<file path="config.mk">
export PLATFORM = sky130hd
export DESIGN_NAME = vidMemPortSched
export DESIGN_NICKNAME = d
export VERILOG_FILES = /design/src/rtl/vidMemPortPkg.sv /design/src/rtl/vidMemSlotCtrl.sv /design/src/rtl/vidMemPortPath.sv /design/src/rtl/vidMemPortSched.sv
export SDC_FILE = /design/constraint.sdc
export NUM_CORES = 1
export LEC_CHECK = 0
export ABC_CLOCK_PERIOD_IN_PS = 1600
export BUFFER_PORTS_ARGS = -buffer_cell sky130_fd_sc_hd__buf_2
export CAP_MARGIN = 20
export CORE_MARGIN = 3
export CORE_UTILIZATION = 40
export CTS_CLUSTER_SIZE = 28
export DETAILED_ROUTE_END_ITERATION = 8
export GPL_ROUTABILITY_DRIVEN = 0
export HOLD_SLACK_MARGIN = 0.12
export MAX_ROUTING_LAYER = met4
export PLACE_DENSITY = 0.66
export SYNTH_ARGS = -nofsm -noshare
export SYNTH_HDL_FRONTEND = slang
export SYNTH_SLANG_ARGS = --single-unit
</file>
<file path="constraint.sdc">
create_clock -name clk -period 1.6 [get_ports clk]
set_input_delay 0 -clock clk [delete_from_list [all_inputs] [get_ports clk]]
set_output_delay 0 -clock clk [all_outputs]
set_load 0.05 [all_outputs]
</file>
<file path="src/rtl/vidMemPortPkg.sv">
package vidMemPortPkg;

  typedef enum logic {
    TGT_VRAM = 1'b0,
    TGT_PAL  = 1'b1
  } memTarget_e;

  // Per-cycle commands from the slot control to the datapath
  typedef struct packed {
    logic commit;     // held byte goes to memory this cycle
    logic capture;    // new data byte enters the holding register
    logic overwrite;  // a held byte is being replaced before its slot
    logic loadLow;    // first control byte
    logic loadHigh;   // second control byte
    logic clearOvf;   // clear request for the loss flag
  } portStrobes_t;

endpackage

</file>
<file path="src/rtl/vidMemSlotCtrl.sv">
module vidMemSlotCtrl
  import vidMemPortPkg::*;
#(
  parameter int H_W          = 9,
  parameter int V_W          = 9,
  parameter int LINE_PIXELS  = 342,
  parameter int ACTIVE_LINES = 192,
  parameter int ACTIVE_LOG2  = 5,
  parameter int BLANK_LOG2   = 2
) (
  input  logic           clk,
  input  logic           rst,
  input  logic           dataWr,
  input  logic           ctrlWr,
  input  logic           ovfClr,
  input  logic [H_W-1:0] hPos,
  input  logic [V_W-1:0] vPos,
  output portStrobes_t   strobes
);

  localparam logic [H_W-1:0] LINE_END = H_W'(LINE_PIXELS);
  localparam logic [V_W-1:0] ACT_END  = V_W'(ACTIVE_LINES);

  logic activeLine;
  logic inLine;
  logic activeSlot;
  logic blankSlot;
  logic slotHit;
  logic pendingQ;
  logic phaseQ;   // 0: expecting low byte, 1: expecting high byte

  assign activeLine = (vPos < ACT_END);
  assign inLine     = (hPos < LINE_END);

  // Slot spacing variants: a zero log2 spacing means every position is a slot
  generate
    if (ACTIVE_LOG2 == 0) begin : gActAll
      assign activeSlot = 1'b1;
    end else begin : gActGrid
      assign activeSlot = (hPos[ACTIVE_LOG2-1:0] == '0);
    end
    if (BLANK_LOG2 == 0) begin : gBlkAll
      assign blankSlot = 1'b1;
    end else begin : gBlkGrid
      assign blankSlot = (hPos[BLANK_LOG2-1:0] == '0);
    end
  endgenerate

  assign slotHit = inLine && (activeLine ? activeSlot : blankSlot);

  always_comb begin
    strobes           = '0;
    strobes.commit    = slotHit && pendingQ;
    strobes.capture   = dataWr;
    strobes.overwrite = dataWr && pendingQ && !(slotHit && pendingQ);
    strobes.loadLow   = ctrlWr && !phaseQ;
    strobes.loadHigh  = ctrlWr && phaseQ;
    strobes.clearOvf  = ovfClr;
  end

  always_ff @(posedge clk) begin
    if (rst) begin
      pendingQ <= 1'b0;
      phaseQ   <= 1'b0;
    end else begin
      if (dataWr) begin
        pendingQ <= 1'b1;
      end else if (slotHit) begin
        pendingQ <= 1'b0;
      end
      if (ctrlWr) begin
        phaseQ <= !phaseQ;
      end
    end
  end

endmodule

</file>
<file path="src/rtl/vidMemPortPath.sv">
module vidMemPortPath
  import vidMemPortPkg::*;
#(
  parameter int DATA_W  = 8,
  parameter int VRAM_AW = 14,
  parameter int PAL_AW  = 5,
  parameter int SEL_BIT = 7
) (
  input  logic               clk,
  input  logic               rst,
  input  portStrobes_t       strobes,
  input  logic [DATA_W-1:0]  dataIn,
  input  logic [DATA_W-1:0]  ctrlIn,
  output logic               memWrEn,
  output logic               memSel,
  output logic [VRAM_AW-1:0] memAddr,
  output logic [DATA_W-1:0]  memData,
  output logic               overflow
);

  localparam int HI_W = VRAM_AW - DATA_W;
  localparam logic [VRAM_AW-1:0] PAL_MASK = VRAM_AW'((1 << PAL_AW) - 1);

  logic [DATA_W-1:0]  holdQ;
  logic [DATA_W-1:0]  lowQ;
  logic [VRAM_AW-1:0] addrQ;
  memTarget_e         tgtQ;
  logic               ovfQ;

  logic [VRAM_AW-1:0] loadAddr;
  memTarget_e         loadTgt;
  logic [VRAM_AW-1:0] incAddr;

  always_comb begin
    loadTgt  = memTarget_e'(ctrlIn[SEL_BIT]);
    loadAddr = {ctrlIn[HI_W-1:0], lowQ};
    if (loadTgt == TGT_PAL) begin
      loadAddr = loadAddr & PAL_MASK;
    end
    incAddr = addrQ + 1'b1;
    if (tgtQ == TGT_PAL) begin
      incAddr = incAddr & PAL_MASK;
    end
  end

  always_ff @(posedge clk) begin
    if (rst) begin
      holdQ   <= '0;
      lowQ    <= '0;
      addrQ   <= '0;
      tgtQ    <= TGT_VRAM;
      ovfQ    <= 1'b0;
      memWrEn <= 1'b0;
      memSel  <= 1'b0;
      memAddr <= '0;
      memData <= '0;
    end else begin
      memWrEn <= strobes.commit;
      if (strobes.commit) begin
        memSel  <= (tgtQ == TGT_PAL);
        memAddr <= addrQ;
        memData <= holdQ;
      end
      if (strobes.capture) begin
        holdQ <= dataIn;
      end
      if (strobes.loadLow) begin
        lowQ <= ctrlIn;
      end
      if (strobes.loadHigh) begin
        addrQ <= loadAddr;
        tgtQ  <= loadTgt;
      end else if (strobes.commit) begin
        addrQ <= incAddr;
      end
      if (strobes.overwrite) begin
        ovfQ <= 1'b1;
      end else if (strobes.clearOvf) begin
        ovfQ <= 1'b0;
      end
    end
  end

  assign overflow = ovfQ;

endmodule

</file>
<file path="src/rtl/vidMemPortSched.sv">
module vidMemPortSched
  import vidMemPortPkg::*;
#(
  parameter int DATA_W       = 8,
  parameter int VRAM_AW      = 14,
  parameter int PAL_AW       = 5,
  parameter int H_W          = 9,
  parameter int V_W          = 9,
  parameter int LINE_PIXELS  = 342,
  parameter int ACTIVE_LINES = 192,
  parameter int ACTIVE_LOG2  = 5,
  parameter int BLANK_LOG2   = 2
) (
  input  logic               clk,
  input  logic               rst,
  input  logic               dataWr,
  input  logic [DATA_W-1:0]  dataIn,
  input  logic               ctrlWr,
  input  logic [DATA_W-1:0]  ctrlIn,
  input  logic               ovfClr,
  input  logic [H_W-1:0]     hPos,
  input  logic [V_W-1:0]     vPos,
  output logic               memWrEn,
  output logic               memSel,
  output logic [VRAM_AW-1:0] memAddr,
  output logic [DATA_W-1:0]  memData,
  output logic               overflow
);

  portStrobes_t strobes;

  vidMemSlotCtrl #(
    .H_W          (H_W),
    .V_W          (V_W),
    .LINE_PIXELS  (LINE_PIXELS),
    .ACTIVE_LINES (ACTIVE_LINES),
    .ACTIVE_LOG2  (ACTIVE_LOG2),
    .BLANK_LOG2   (BLANK_LOG2)
  ) u_ctrl (
    .clk     (clk),
    .rst     (rst),
    .dataWr  (dataWr),
    .ctrlWr  (ctrlWr),
    .ovfClr  (ovfClr),
    .hPos    (hPos),
    .vPos    (vPos),
    .strobes (strobes)
  );

  vidMemPortPath #(
    .DATA_W  (DATA_W),
    .VRAM_AW (VRAM_AW),
    .PAL_AW  (PAL_AW),
    .SEL_BIT (DATA_W - 1)
  ) u_path (
    .clk      (clk),
    .rst      (rst),
    .strobes  (strobes),
    .dataIn   (dataIn),
    .ctrlIn   (ctrlIn),
    .memWrEn  (memWrEn),
    .memSel   (memSel),
    .memAddr  (memAddr),
    .memData  (memData),
    .overflow (overflow)
  );

endmodule

</file>
==> results_dict.tcl <==
set metrics [dict create \
    outcome "completed" \
    grt_max_degree 25 \
    area_growth_pct 38.21 \
    criticalPathCategory "in -> reg" \
    rsz0062_at_grt "no" \
    fp.dieW_microns 86.62 \
    wl_microns 7386 \
    crit_start "rst" \
    grt_util_met3_pct 3.802 \
    core_sq_um 6096 \
    cts_tree "done" \
    dieHeight_microns 86.62 \
    insertion_delay_ns 0.34 \
    syn_area_sq_um 2600 \
    multiInputGateArea_sq_um 1331 \
    period_minus_slack_ns 1.507 \
    cts_buffers 9 \
    async_flop_share_pct 0 \
    ir_drop_mv 0.4448 \
    cellLeakagePower_nw 1.463 \
    syn_nets 349 \
    post-cts-setup-buffers 0 \
    gr-max-usage-layer "met2" \
    drc 0 \
    yosysSeqAreaShare_pct 44.66 \
    die_area_sq_um 7503 \
    ys.flop_type "dfxtp_1" \
    start_kind "input port" \
    setup_viol 0 \
    vias 2711 \
    viasPerCell 5.578 \
    syn_inst 309 \
    synth_area_per_cell_sq_um 8.414 \
    grt_pass1_vias 2537 \
    portBuffers 57 \
    cts_buffer_depth 2 \
    clkSlewWorstSetupHoldPaths_ns 0.06 \
    gr-usage-met1_pct 28.73 \
    synth-edff-count 0 \
    arrival_ns 1.71 \
    maxSlewHeadroom_pct 65.28 \
    cap_violations 0 \
    crit_top_cell "dlygate4sd3_1" \
    met2_usage_pct 31.57 \
    synth.ff_latch_count 58 \
    grt_pass1_wl_microns 12300 \
    drive_gt1_share_pct 26.52 \
    seq_area_sq_um 1161 \
    rows 28 \
    slowest_stage "dlygate4sd3_1" \
    crit_chain "dlygate4sd3_1, buf_2, dlygate4sd3_1, nor2_1" \
    fin_nets 447 \
    diodes 0 \
    critPathCaptureType "flop" \
    grt.total_usage_pct 21.43 \
    avgRoutedWirePerCell_microns 15.20 \
    finClkSkew_ns 0.008908 \
    p_total_mw 3.392 \
    worst-path-max-fanout 14 \
    slew_viol_final 0 \
    final.period_utilization_pct 94.16 \
    hp-class "in -> reg" \
    ant_nets 0 \
    worstHoldStart "hPos[0]" \
    fmax_mhz 663.7 \
    critical-path-max-stage-delay_ns 0.91 \
    io_pins 64 \
    grt.overflow.total 0 \
    dr.pass1.iters 5 \
    drt_iter0_drc 187 \
    r2r_slack_ns 0.13 \
    power_density_nw_per_um2 943.8 \
    cts_root_buffer "clkbuf_8" \
    htree_levels 3 \
    nFillCells 570 \
    post-dp-hpwl_microns 4868 \
    worst_pin_slew_ns 0.5190 \
    start_util_pct 42.65 \
    synthDistinctLibCells 41 \
    fin_tns_setup_ns 0 \
    clock-sinks 58 \
    ys_warn_count 0 \
    r2r-start "u_ctrl.pendingQ" \
    critical_path_required_ns 1.81 \
    antenna_found_initial 0 \
    timing.final.hold_violations 0 \
]
[metal layers]
metal  wire, microns  up-vias
li1                -     1334
met1            3380     1265
met2            3424       96
met3             423       16
met4             157        0
met5               0        -
[Yosys cell counts, drive strengths merged (3+ instances only)]
master	instances	area (sq um)
inv	4	15.01
a21oi	35	175.2
nand2	25	93.84
and2	3	18.77
nand4	4	40.04
nand3	28	140.1
dfxtp	58	1161
or3	3	18.77
o211a	5	50.05
clkbuf	19	71.32
nor2	25	96.35
buf	6	37.53
o31ai	3	22.52
a311oi	10	87.58
mux2i	11	110.1
o21ai	33	165.2
a221oi	3	26.28
nor4	8	56.30
a211oi	9	72.57
[per-stage QoR]
step / instance area (sq um) / hold slack (ns) / setup slack, ns / util, % / cells
6_report: 3593 / 0.1260 / 0.09339 / 58.95 / 486
2_1_floorplan: 2600 / 0.1360 / 0.07237 / - / 309
3_3_place_gp: 3070 / 0.2345 / 0.1100 / 50.37 / 441
3_5_place_dp: 3070 / 0.2498 / 0.07330 / 50.37 / 441
4_1_cts: 3575 / 0.1476 / 0.07201 / 58.64 / 486
5_1_grt: 3593 / 0.1777 / 0.01411 / 58.95 / 486
[logic make-up after synthesis]
logic type	after synthesis	share of synthesized area, %
mux	11	4.235
flops	58	44.66
fa+ha+maj	1	0.4812
buf+inv	29	4.764
simple gates	105	20.31
compound gates	105	25.55
[critical path: cells and delay by family]
kind,cells,cell delay [ns]
and+or+nand+nor,1,0.10
buffers and inverters,3,1.61
[flip-flops by register name, indices dropped and copies added (netlist names), 8 cells and up]
register,cells
u_path.addrQ,14
u_path.holdQ,8
u_path.lowQ,8
u_path.memAddr,14
u_path.memData,8
[layout make-up]
| class | instances | share of cell area, % |
|---|---|---|
| multi-input cells | 222 | 37.05 |
| flip-flops and latches | 58 | 32.31 |
| repair buffers | 112 | 21.94 |
| clock buffers | 13 | 4.701 |
| well taps | 75 | 2.611 |
| clock inverters | 2 | 0.9749 |
| inverters | 4 | 0.4178 |
[power breakdown]
group / total (mW) / switching (mW) / leakage, nW / internal [mW]
logic: 0.448 / 0.240 / 0.885 / 0.207
clock network: 1.40 / 0.560 / 0.106 / 0.836
registers: 1.55 / 0.0472 / 0.473 / 1.50
total: 3.39 / 0.847 / 1.46 / 2.54
[final timing paths]
path                                         to  cells after the start
worst min register to register   u_path.lowQ[3]                      2
worst min-delay path            u_ctrl.pendingQ                      5
worst max-delay path            u_path.holdQ[1]                      4
worst max register to register  u_path.addrQ[0]                      4
[placed cells by master, fill, tap and decap left out, types with 3 or more instances in the layout]
master,Yosys,routed
buf_4,1,24
clkbuf_8,0,12
a221oi_1,3,3
mux2i_1,11,11
buf_2,3,57
nor4_1,7,6
nand3_1,28,27
o211a_1,4,4
nand2_1,25,25
nor2_1,24,24
o21ai_1,2,3
nand4_1,3,3
or3_1,3,3
dlygate4sd3_1,0,29
a311oi_1,10,10
o21ai_0,31,30
a21oi_1,35,35
o31ai_1,3,3
a211oi_1,8,8
and2_1,3,3
dfxtp_1,58,58
inv_1,4,4
[timing repair]
action | in CTS | in global routing
hold buffers | 30 | 0
setup endpoints to repair | 0 | 3
hold endpoints to repair | 32 | 0
resized for setup | 0 | 5
Note: power is estimated with default switching activity, not from simulation.
